[config.mk]
export PLATFORM = sky130hd
export DESIGN_NAME = pw_walker
export DESIGN_NICKNAME = d
export VERILOG_FILES = /design/src/rtl/pw_pkg.sv /design/src/rtl/pw_l1_dec.sv /design/src/rtl/pw_l2_dec.sv /design/src/rtl/pw_walker.sv
export SDC_FILE = /design/constraint.sdc
export NUM_CORES = 1
export LEC_CHECK = 0
export BUFFER_PORTS_ARGS = -buffer_cell sky130_fd_sc_hd__buf_2
export CORE_MARGIN = 2
export CORE_UTILIZATION = 30
export CTS_BUF_LIST = sky130_fd_sc_hd__clkbuf_8 sky130_fd_sc_hd__clkbuf_16
export CTS_CLUSTER_SIZE = 12
export DETAILED_ROUTE_END_ITERATION = 10
export PLACE_DENSITY_LB_ADDON = 0.25
export SLEW_MARGIN = 20
export SYNTH_ARGS = -nofsm -noshare
export SYNTH_HDL_FRONTEND = slang
export SYNTH_SLANG_ARGS = --single-unit
[constraint.sdc]
create_clock -name clk -period 2.6 [get_ports clk]
set_input_delay 0.26 -clock clk [delete_from_list [all_inputs] [get_ports clk]]
set_output_delay 0.26 -clock clk [all_outputs]
set_load 0.03 [all_outputs]
[src/rtl/pw_pkg.sv]
package pw_pkg;
  localparam int VA_W       = 32;
  localparam int WORD_SHIFT = 2;
  localparam int SEC_SHIFT   = 20;
  localparam int LARGE_SHIFT = 16;
  localparam int SMALL_SHIFT = 12;
  localparam int TINY_SHIFT  = 10;
  localparam int L1_IDX_W     = VA_W - SEC_SHIFT;
  localparam int COARSE_IDX_W = SEC_SHIFT - SMALL_SHIFT;
  localparam int FINE_IDX_W   = SEC_SHIFT - TINY_SHIFT;
  localparam int L1_TBL_SHIFT     = L1_IDX_W + WORD_SHIFT;
  localparam int COARSE_TBL_SHIFT = COARSE_IDX_W + WORD_SHIFT;
  localparam int FINE_TBL_SHIFT   = FINE_IDX_W + WORD_SHIFT;
  localparam int SEC_AP_LSB = 10;
  localparam int PG_AP_LSB  = 4;
  localparam int CB_LSB     = 2;
  localparam int ATTR_W     = 4;

  typedef enum logic [1:0] {L1_FAULT = 2'b00, L1_COARSE = 2'b01, L1_SECTION = 2'b10, L1_FINE = 2'b11} l1_kind_e;
  typedef enum logic [1:0] {L2_FAULT = 2'b00, L2_LARGE = 2'b01, L2_SMALL = 2'b10, L2_TINY = 2'b11} l2_kind_e;
  typedef enum logic [1:0] {SZ_1K = 2'b00, SZ_4K = 2'b01, SZ_64K = 2'b10, SZ_1M = 2'b11} pg_size_e;
  typedef enum logic [1:0] {ST_IDLE, ST_RD1, ST_RD2, ST_RESP} walk_st_e;

  typedef struct packed {
    logic              abort;
    logic [VA_W-1:0]   pa;
    pg_size_e          size;
    logic [ATTR_W-1:0] attr;
  } walk_res_t;

  // Upper bits from the table word, low sh bits from the virtual address.
  function automatic logic [VA_W-1:0] splice(input logic [VA_W-1:0] hi,
                                             input logic [VA_W-1:0] lo,
                                             input int unsigned sh);
    logic [VA_W-1:0] m;
    m = (VA_W'(1) << sh) - VA_W'(1);
    return (hi & ~m) | (lo & m);
  endfunction
endpackage

[src/rtl/pw_l1_dec.sv]
module pw_l1_dec
  import pw_pkg::*;
(
  input  logic [VA_W-1:0] entry,
  input  logic [VA_W-1:0] va,
  output l1_kind_e        kind,
  output logic [VA_W-1:0] l2_addr,
  output walk_res_t       sec_res
);
  logic [VA_W-1:0] coarse_addr;
  logic [VA_W-1:0] fine_addr;

  assign kind = l1_kind_e'(entry[1:0]);

  assign coarse_addr = {entry[VA_W-1:COARSE_TBL_SHIFT], va[SEC_SHIFT-1:SMALL_SHIFT], {WORD_SHIFT{1'b0}}};
  assign fine_addr   = {entry[VA_W-1:FINE_TBL_SHIFT],   va[SEC_SHIFT-1:TINY_SHIFT],  {WORD_SHIFT{1'b0}}};
  assign l2_addr     = (kind == L1_FINE) ? fine_addr : coarse_addr;

  always_comb begin
    sec_res       = '0;
    sec_res.pa    = splice(entry, va, SEC_SHIFT);
    sec_res.size  = SZ_1M;
    sec_res.attr  = {entry[SEC_AP_LSB +: 2], entry[CB_LSB +: 2]};
  end
endmodule

[src/rtl/pw_l2_dec.sv]
module pw_l2_dec
  import pw_pkg::*;
(
  input  logic [VA_W-1:0] entry,
  input  logic [VA_W-1:0] va,
  input  logic            via_fine,
  output walk_res_t       res
);
  l2_kind_e kind;
  assign kind = l2_kind_e'(entry[1:0]);

  always_comb begin
    res      = '0;
    res.attr = {entry[PG_AP_LSB +: 2], entry[CB_LSB +: 2]};
    unique case (kind)
      L2_LARGE: begin res.pa = splice(entry, va, LARGE_SHIFT); res.size = SZ_64K; end
      L2_SMALL: begin res.pa = splice(entry, va, SMALL_SHIFT); res.size = SZ_4K;  end
      L2_TINY: begin
        if (via_fine) begin
          res.pa   = splice(entry, va, TINY_SHIFT);
          res.size = SZ_1K;
        end else begin
          res       = '0;
          res.abort = 1'b1;
        end
      end
      default: begin res = '0; res.abort = 1'b1; end
    endcase
  end
endmodule

[src/rtl/pw_walker.sv]
module pw_walker
  import pw_pkg::*;
(
  input  logic              clk,
  input  logic              rst_n,
  input  logic              req_valid,
  input  logic [31:0]       req_va,
  input  logic [31:0]       req_base,
  output logic              req_ready,
  output logic              mem_rd_req,
  output logic [31:0]       mem_rd_addr,
  input  logic              mem_rd_valid,
  input  logic [31:0]       mem_rd_data,
  output logic              rsp_valid,
  output logic              rsp_abort,
  output logic [31:0]       rsp_pa,
  output logic [1:0]        rsp_size,
  output logic [3:0]        rsp_attr
);
  // reset: asserted asynchronously, released on the clock
  logic [1:0] rst_sync_q;
  logic       rst_int_n;
  always_ff @(posedge clk or negedge rst_n) begin
    if (!rst_n) rst_sync_q <= 2'b00;
    else        rst_sync_q <= {rst_sync_q[0], 1'b1};
  end
  assign rst_int_n = rst_sync_q[1];

  walk_st_e        state_q, state_d;
  logic [VA_W-1:0] va_q, base_q, l2_addr_q;
  logic            fine_q;
  walk_res_t       res_q, res_d;
  logic            va_en, l2_en, res_en;

  l1_kind_e        l1_kind;
  logic [VA_W-1:0] l1_addr, l2_addr;
  walk_res_t       sec_res, pg_res;

  assign l1_addr = {base_q[VA_W-1:L1_TBL_SHIFT], va_q[VA_W-1:SEC_SHIFT], {WORD_SHIFT{1'b0}}};

  pw_l1_dec u_l1_dec (
    .entry   (mem_rd_data),
    .va      (va_q),
    .kind    (l1_kind),
    .l2_addr (l2_addr),
    .sec_res (sec_res)
  );

  pw_l2_dec u_l2_dec (
    .entry    (mem_rd_data),
    .va       (va_q),
    .via_fine (fine_q),
    .res      (pg_res)
  );

  always_comb begin
    state_d = state_q;
    va_en   = 1'b0;
    l2_en   = 1'b0;
    res_en  = 1'b0;
    res_d   = '0;
    unique case (state_q)
      ST_IDLE: if (req_valid) begin
        va_en   = 1'b1;
        state_d = ST_RD1;
      end
      ST_RD1: if (mem_rd_valid) begin
        unique case (l1_kind)
          L1_FAULT:   begin res_en = 1'b1; res_d.abort = 1'b1; state_d = ST_RESP; end
          L1_SECTION: begin res_en = 1'b1; res_d = sec_res;    state_d = ST_RESP; end
          default:    begin l2_en = 1'b1; state_d = ST_RD2; end
        endcase
      end
      ST_RD2: if (mem_rd_valid) begin
        res_en  = 1'b1;
        res_d   = pg_res;
        state_d = ST_RESP;
      end
      default: state_d = ST_IDLE;
    endcase
  end

  always_ff @(posedge clk or negedge rst_int_n) begin
    if (!rst_int_n) state_q <= ST_IDLE;
    else            state_q <= state_d;
  end

  always_ff @(posedge clk or negedge rst_int_n) begin
    if (!rst_int_n)  res_q <= '0;
    else if (res_en) res_q <= res_d;
  end

  always_ff @(posedge clk) begin
    if (va_en) begin
      va_q   <= req_va;
      base_q <= req_base;
    end
  end

  always_ff @(posedge clk) begin
    if (l2_en) begin
      l2_addr_q <= l2_addr;
      fine_q    <= (l1_kind == L1_FINE);
    end
  end

  assign req_ready   = (state_q == ST_IDLE);
  assign mem_rd_req  = (state_q == ST_RD1) || (state_q == ST_RD2);
  assign mem_rd_addr = (state_q == ST_RD2) ? l2_addr_q : l1_addr;
  assign rsp_valid   = (state_q == ST_RESP);
  assign rsp_abort   = res_q.abort;
  assign rsp_pa      = res_q.pa;
  assign rsp_size    = res_q.size;
  assign rsp_attr    = res_q.attr;
endmodule

==> flow_summary.json, run 1 <==
{
  "drive_above_1_share_pct": 43.9,
  "p_int_uw": 5020,
  "postRouteAntennaNets": 0,
  "avgSynthCellArea_um2": 14.5,
  "synth_edf_count": 81,
  "yosysMostFrequentCell": "edfxtp_1",
  "antenna_cells": 0,
  "worst_r2r_path_depth": 7,
  "yosys.area.top_type": "edfxtp_1",
  "rsz0062_at_grt": "false",
  "critPathRequiredTime_ns": 2.34,
  "yosysTopAreaCellShare_pct": 45.7,
  "ys_types": 37,
  "drcViolationCount": 0,
  "path_buf_inv": 3,
  "crit_family": "buffers and inverters",
  "crit_chain": "inv_1 -> ha_2 -> buf_4 -> mux2_1 -> buf_2",
  "port_buffers": 153,
  "met3_length_um": 895,
  "p_sw_share_pct": 38.1,
  "critPathMaxStageDelay_ns": 0.43,
  "yosysSeqAreaShare_pct": 65.9,
  "reg2reg_to": "rsp_pa[15]",
  "start_kind": "register",
  "maxCapViolations": 0,
  "maxUsedRoutingLayer": "met4",
  "finalCritPeriodShare_pct": 90.5,
  "relSlewSlack_pct": 35.5,
  "cp_max_fo": 20,
  "htree_levels": 4,
  "clkSinkCount": 124,
  "syn_inst": 366,
  "powerDensity_nw_per_um2": 1160,
  "drtIter0Drc": 176,
  "reg2reg_from": "state_q[0]",
  "clkTransAtPathRegs_ns": 0.05,
  "gr-total-overflow": 0,
  "fillers": 1663,
  "holdWs_ns": 0.0275,
  "dp_hpwl_mm": 9.37,
  "worstMarginPinSlew_ns": 0.967,
  "cts-root-buf": "clkbuf_16",
  "cts_inserted_buffers": 17,
  "pin_count": 174,
  "dieWidth_um": 137,
  "synthTopCellsByArea": "edfxtp_1, dfrtp_1, mux2_1",
  "grtUsageTotal_pct": 14.3,
  "worstHoldStart": "req_va[4]",
  "leakage_uw": 0.00304,
  "grt_antenna_before_repair": 0,
  "cp.arrival_ns": 2.09,
  "hold_viol": 0,
  "synth_common_cells": "edfxtp_1, dfrtp_1, mux2_1, o21ai_0, inv_1",
  "drv_slew": 0,
  "core_um2": 17300,
  "firstDrtPassIters": 4,
  "routed_wl_mm": 13.2,
  "std_cell_rows": 48,
  "grt_first_pass_wirelength_mm": 19.8,
  "syn_area_um2": 5330,
  "critical_path_class": "register to primary output",
  "cpMaxStageDelayCell": "dfrtp_1",
  "synth-main-ff-cell": "edfxtp_1",
  "wl_met2_mm": 6.44,
  "p_clk_share_pct": 28.3,
  "gp_congestion": 0.739,
  "nNetsFinal": 637,
  "setup_tns_ns": 0,
  "dpl_worst_slack_ns": 0.205,
  "cts_tree": "done",
  "dieArea_um2": 18800,
  "hold_class": "primary input to register",
  "outcome": "finished, final reports clean",
  "seqPwrFrac_pct": 34.9,
  "ir_drop_mv": 0.518,
  "synthArstFlopShare_pct": 34.7,
  "synthToLayoutAreaGrowth_pct": 30.8,
  "whs_path_depth": 1,
  "p_sw_uw": 3090,
  "grt_pass1_vias": 3623,
  "ys_seq_elements": 124,
  "vias_per_cell": 4.68,
  "start_util_pct": 30.8,
  "wl_per_cell_um": 17.3,
  "die_h_um": 137,
  "grt_max_degree": 42,
  "wl_met1_mm": 5.64,
  "post_cts_resized": 0,
  "finalWorstSetupSlack_ns": 0.247,
  "crit_path_end_kind": "primary output",
  "num_vias": 3582,
  "finalSetupViolCount": 0,
  "clock_latency_ns": 0.40,
  "ys_warn_count": 0,
  "whs_endpoint": "va_q[4]",
  "period_minus_slack_ns": 2.35,
  "pwr-share-comb_pct": 36.8,
  "fmax_mhz": 425,
  "clock_skew_ns": 0.00790,
  "cts_max_path_buffers": 2,
  "reg2reg_slack_ns": 0.48
}
## placed cells by master, fill, tap and decap left out, drive strengths merged, types with 2 or more instances in the layout
master  instances
dfrtp          43
clkinv          3
edfxtp         81
bufinv          2
buf           166
clkbuf         21
ha             10
a211o           2
o31ai          24
inv            35
a32oi           6
mux2           43
nor2            2
and3            8
conb            3
a22o            4
a31oi           8
a21oi           8
o21a            2
nor3            2
nand2           9
o21ai          47
## power by group through the flow
stage / registers (µW) / clock network, µW / logic (µW)
after floorplan: 3290 / 0 / 1640
after global placement: 2840 / 0 / 2960
after detailed placement: 2860 / 0 / 3000
after CTS: 2830 / 2370 / 3020
after global routing: 2880 / 2460 / 3220
final: 2830 / 2300 / 2980
## layer usage
layer,GRT usage (%),vias up
met5,0,-
met4,5.56,0
met2,23.4,119
met3,4.78,18
li1,-,1677
met1,17.6,1768
## area by class of cell
cell class                      count  area [µm²]  area share, %
Tap cell                          225         282           4.04
Multi-Input combinational cell    187        1580           22.7
Clock buffer                       21         480           6.90
Clock inverter                     11         105           1.51
Inverter                           30         113           1.62
Timing Repair Buffer              167         893           12.8
Sequential cell                   124        3510           50.4
## worst max-delay path by stage
stage / startpoint / end / slack [ns] / depth (start not counted)
floorplan: state_q[0] / base_q[14] / 0.08 / 3
global placement: mem_rd_data[0] / rsp_pa[10] / 0.27 / 6
detailed placement: mem_rd_data[0] / rsp_pa[15] / 0.21 / 6
CTS: state_q[0] / mem_rd_addr[2] / 0.22 / 5
global route: state_q[0] / mem_rd_addr[17] / 0.11 / 5
finish: state_q[0] / mem_rd_addr[22] / 0.25 / 5
## repair_timing
item,CTS,global route
endpoints found under the hold margin,2,0
hold buffers,1,0
setup buffers,0,0
## sequential cells by signal, summed over array words and instances, names as in the netlist
name	count
rsp_pa	32
va_q	32
l2_addr_q	30
base_q	18
rsp_attr	4
rsp_size	2
rst_sync_q	2
state_q	2
fine_q	1
rsp_abort	1
## cell families after synthesis
group                      Yosys count  synth area share (%)
buffers and inverters               56                  4.98
DFF                                124                  65.9
adders and majority gates           10                  2.35
other                                2                 0.141
and+or+nand+nor                     25                  2.68
AOI/OAI and AO/OA                  106                  14.9
muxes                               43                  9.09
## per-stage QoR
step | util (%) | power [µW] | std cells | instance area (µm²)
after CTS | 40.2 | 8220 | 764 | 6950
final | 40.3 | 8100 | 765 | 6970
after global placement | 36.7 | 5800 | 731 | 6360
after global routing | 40.3 | 8550 | 765 | 6970
after floorplan | - | 4930 | 367 | 5330
after detailed placement | 36.7 | 5870 | 731 | 6360
## worst register-to-register path, delay by kind of cell, from the launching register on
kind,cells,cell delay [ns]
flops,1,0.43
fa+ha+maj,1,0.27
buf+inv,3,0.63
simple gates,1,0.38
compound gates,2,0.26
No activity file was read; power rests on OpenSTA's default activity.
==> run 2, diff against run 1 <==
- clock period: 2.6 -> 2.25 ns (I/O delays scaled with it)
==> run 2 against run 1 <==
Worst setup slack got worse by 0.13 ns. Cell area increased by 11%. Die area unchanged. Critical path type unchanged.
==> flow_summary.json, run 2 (synthesis gave the netlist of run 1 again) <==
{
  "antenna_cells": 0,
  "dpl_worst_slack_ns": 0.214,
  "dieWidth_um": 137,
  "die_h_um": 137,
  "drcViolationCount": 0,
  "firstDrtPassIters": 4,
  "cts-root-buf": "clkbuf_16",
  "finalWorstSetupSlack_ns": 0.115,
  "num_vias": 3811,
  "clkTransAtPathRegs_ns": 0.06,
  "fillers": 1609,
  "grt_pass1_vias": 3941,
  "dieArea_um2": 18800,
  "gp_congestion": 0.737,
  "powerDensity_nw_per_um2": 1280,
  "vias_per_cell": 4.59,
  "period_minus_slack_ns": 2.14,
  "clock_skew_ns": 0.0112,
  "routed_wl_mm": 13.7,
  "hold_viol": 0,
  "grt_antenna_before_repair": 0,
  "ir_drop_mv": 0.597,
  "grtUsageTotal_pct": 14.9,
  "grt_first_pass_wirelength_mm": 20.8,
  "nNetsFinal": 703,
  "synthToLayoutAreaGrowth_pct": 44.9,
  "fmax_mhz": 468,
  "crit_path_end_kind": "primary output",
  "final_cell_area_um2": 7710,
  "cts_tree": "done",
  "maxCapViolations": 0,
  "cts_setup_buffers": 0,
  "final_cell_mix": "buf_2, edfxtp_1, dlygate4sd3_1",
  "core_um2": 17300,
  "cp.arrival_ns": 1.91,
  "start_kind": "register",
  "leakage_uw": 0.00332,
  "worstMarginPinSlew_ns": 0.965,
  "drtIter0Drc": 188,
  "clock_latency_ns": 0.42,
  "port_buffers": 153,
  "dp_cells": 735,
  "instances_no_fill": 831,
  "gr-total-overflow": 0,
  "setup_tns_ns": 0,
  "drv_slew": 0,
  "htree_levels": 4,
  "dpl_cell_area_um2": 6400,
  "drive_above_1_share_pct": 40.1,
  "holdWs_ns": 0.0197,
  "outcome": "finished, final reports clean",
  "cp_max_fo": 14,
  "postRouteAntennaNets": 0,
  "std_cell_rows": 48,
  "start_util_pct": 30.8,
  "pin_count": 174,
  "wl_per_cell_um": 16.4,
  "rsz0062_at_grt": "false",
  "finalSetupViolCount": 0,
  "hold_class": "primary input to register",
  "cts_inserted_buffers": 17,
  "relSlewSlack_pct": 35.7,
  "critPathRequiredTime_ns": 2.03,
  "critical_path_class": "register to primary output",
  "finalCritPeriodShare_pct": 94.9,
  "cts_max_path_buffers": 2,
  "dp_hpwl_mm": 9.45,
  "clkSinkCount": 124,
  "layout_commonest_cell": "buf_2",
  "grt_max_degree": 42
}
-- run 2: cell types whose count changed in the layout (fill, tap and decap cells not counted), moves of 2 or more --
cell	before	now
inv_6	0	2
dlygate4sd3_1	1	64
clkinv_1	0	2
clkinvlp_4	1	4
buf_12	1	3
clkbuf_8	4	0
inv_1	35	30
bufinv_16	2	5
-- run 2: repair_timing --
item / in CTS / in global routing
setup endpoints to repair: 21 / 24
hold buffers: 62 / 2
resized for setup: 2 / 4
endpoints found under the hold margin: 63 / 2
-- run 2: layer usage --
| layer | vias up | track usage [%] | part of all wire (%) | routed length, µm |
|---|---|---|---|---|
| met4 | 0 | 5.67 | 1.8 | 240 |
| met3 | 18 | 5.67 | 7.1 | 972 |
| met2 | 135 | 24.3 | 49 | 6680 |
| met5 | - | 0 | 0 | 0 |
| li1 | 1817 | - | - | - |
| met1 | 1841 | 18.0 | 42 | 5770 |
-- run 2: area by class of cell --
class                           instances  area, µm²  area share, %
Clock buffer                           17        425           5.52
Sequential cell                       124       3510           45.5
Clock inverter                         15        219           2.84
Multi-Input combinational cell        187       1590           20.7
Tap cell                              225        282           3.65
Timing Repair Buffer                  233       1570           20.4
Inverter                               30        113           1.46
-- run 2: final timing paths --
check	start	to	slack, ns	depth (start not counted)
max	state_q[0]	mem_rd_addr[29]	0.11	5
min	mem_rd_data[18]	l2_addr_q[18]	0.02	1
max reg2reg	state_q[0]	rsp_pa[0]	0.23	6
min reg2reg	rst_sync_q[0]	rst_sync_q[1]	0.35	0
max in group asynchronous	rst_sync_q[1]	rsp_pa[26]	1.22	0
min in group asynchronous	rst_n	rst_sync_q[0]	0.13	2
-- run 2: per-stage QoR --
step                      total power [µW]  util [%]
after floorplan                       5700         -
after global placement                6750      37.0
after detailed placement              6830      37.0
after CTS                             9960      44.4
after global routing                 10400      44.6
final                                 9860      44.6
-- run 2: critical path, stage by stage (launching register included) --
cell and delay (ns):
dfrtp_1 0.43, inv_1 0.14, ha_4 0.20, buf_8 0.18, mux2_1 0.36, buf_2 0.19
-- run 2: where the power goes --
part           total, µW  switching, µW  internal (µW)
logic               3620           2420           1200
clock network       2980           1020           1960
registers           3260            250           3010
total               9860           3690           6170
==> run 3, diff against run 2 <==
- CORE_UTILIZATION: 30 -> 51
==> run 3 against run 2 <==
Utilization up 30 points. Final cell count down 9.5%. Register-to-register slack lost 0.03 ns. Wire length fell by 2.9%. Global-route usage increased by 9.6 points. Sequential power is essentially flat. Largest cell class unchanged.
==> flow_summary.json, run 3 (synthesis gave the netlist of run 1 again) <==
{
  "port_buffers": 153,
  "powerDensity_nw_per_um2": 1250,
  "hold_viol": 0,
  "relSlewSlack_pct": 38.0,
  "cp.arrival_ns": 1.98,
  "cts_max_path_buffers": 2,
  "dpl_worst_slack_ns": -0.132,
  "critPathRequiredTime_ns": 2.03,
  "synthToLayoutAreaGrowth_pct": 43.5,
  "outcome": "finished, final reports clean",
  "dieWidth_um": 106,
  "nNetsFinal": 713,
  "vias_per_cell": 5.28,
  "crit_path_end_kind": "primary output",
  "maxCapViolations": 0,
  "cts-root-buf": "clkbuf_8",
  "fmax_mhz": 454,
  "hold_class": "primary input to asynchronous set/reset pin",
  "seqCellArea_um2": 3510,
  "worstMarginPinSlew_ns": 0.931,
  "layout_commonest_cell": "buf_2",
  "drcViolationCount": 0,
  "postRouteAntennaNets": 0,
  "htree_levels": 4,
  "cp_max_fo": 11,
  "gp_congestion": 0.838,
  "core_um2": 10200,
  "wl_per_cell_um": 17.6,
  "grt_first_pass_wirelength_mm": 20.5,
  "drv_slew": 0,
  "cts_tree": "done",
  "leakage_uw": 0.00336,
  "firstDrtPassIters": 5,
  "critPathMaxStageDelay_ns": 0.40,
  "rsz0062_at_grt": "false",
  "critical_path_class": "register to primary output",
  "die_h_um": 106,
  "cts_inserted_buffers": 17,
  "num_vias": 3974,
  "holdWs_ns": 0.0387,
  "clock_skew_ns": 0.00589,
  "period_minus_slack_ns": 2.20,
  "grtUsageTotal_pct": 24.5,
  "start_util_pct": 52.0,
  "pin_count": 174,
  "drtIter0Drc": 194,
  "ir_drop_mv": 0.578,
  "routed_wl_mm": 13.3,
  "final_cell_mix": "buf_2, edfxtp_1, dlygate4sd3_1",
  "finalWorstSetupSlack_ns": 0.0485,
  "finalCritPeriodShare_pct": 97.8,
  "clock_latency_ns": 0.52,
  "clkTransAtPathRegs_ns": 0.05,
  "crit_chain": "inv_2 -> ha_4 -> buf_12 -> mux2_1 -> buf_2",
  "grt_antenna_before_repair": 0,
  "cpMaxStageDelayCell": "dfrtp_1",
  "dieArea_um2": 11300,
  "grt_pass1_vias": 4121,
  "start_kind": "register",
  "finalSetupViolCount": 0,
  "multi_input_area_um2": 1590,
  "gr-total-overflow": 0,
  "clkSinkCount": 124,
  "final_util_pct": 74.7,
  "dp_hpwl_mm": 8.17,
  "fillers": 657,
  "antenna_cells": 0,
  "drive_above_1_share_pct": 39.1,
  "grt_max_degree": 42,
  "std_cell_rows": 37
}
## run 3: cell types whose count changed in the layout (fill, tap and decap cells not counted), sizes merged
cell / delta
clkinvlp: -3
clkinv: +2
clkbuf: +3
bufinv: -3
buf: +1
inv: +1
dlygate4sd3: +9
## run 3: report_power, final
| group | leakage, µW | internal, µW | switching [µW] | total [µW] |
|---|---|---|---|---|
| combinational | 0.00176 | 1290 | 2480 | 3780 |
| clock | 0.000287 | 1630 | 899 | 2530 |
| sequential | 0.00132 | 3010 | 245 | 3260 |
## run 3: worst paths after layout
check / start / endpoint / slack, ns / depth (start not counted)
setup / recovery: state_q[0] / mem_rd_addr[6] / 0.05 / 5
hold / removal: rst_n / rst_sync_q[0] / 0.04 / 2
setup reg to reg: state_q[1] / rsp_attr[3] / 0.20 / 6
hold reg to reg: rst_sync_q[0] / rst_sync_q[1] / 0.35 / 0
max in group asynchronous: rst_sync_q[1] / state_q[0] / 1.26 / 0
min in group clk: mem_rd_data[10] / rsp_attr[2] / 0.05 / 3
## run 3: what timing repair did
item                                    4_1_cts  5_1_grt
endpoints found under the setup margin       33        8
pin swaps                                     1        0
gates cloned                                  1        0
endpoints found under the hold margin        86        0
setup buffers                                 3        1
hold buffers                                 73        0
gates resized for setup                       6        1
## run 3: per-stage QoR
step | area, µm² | total power, µW | TNS, ns | cells
after floorplan | 5340 | 5700 | 0 | 367
after global placement | 6250 | 6640 | 0 | 641
after detailed placement | 6250 | 6720 | -0.540 | 641
after CTS | 7610 | 9540 | 0 | 750
after global routing | 7640 | 9980 | 0 | 752
final | 7640 | 9560 | 0 | 752
## run 3: metal layers
layer	global-route usage, %	routed length, µm	vias up
met5	0	0	-
li1	-	-	1835
met2	41.2	6590	183
met1	28.9	5310	1922
met4	12.7	395	0
met3	6.50	962	34
## run 3: critical path: cells and delay by family, from the launching register on
family / cells / cell delay, ns
flops: 1 / 0.40
mux: 1 / 0.36
fa+ha+maj: 1 / 0.24
buf+inv: 3 / 0.46
## run 3: layout make-up
class / count / share of cell area (%)
Timing Repair Buffer: 243 / 22.2
Clock inverter: 12 / 1.38
Inverter: 30 / 1.47
Tap cell: 136 / 2.23
Multi-Input combinational cell: 187 / 20.9
Sequential cell: 124 / 45.9
Clock buffer: 20 / 5.96
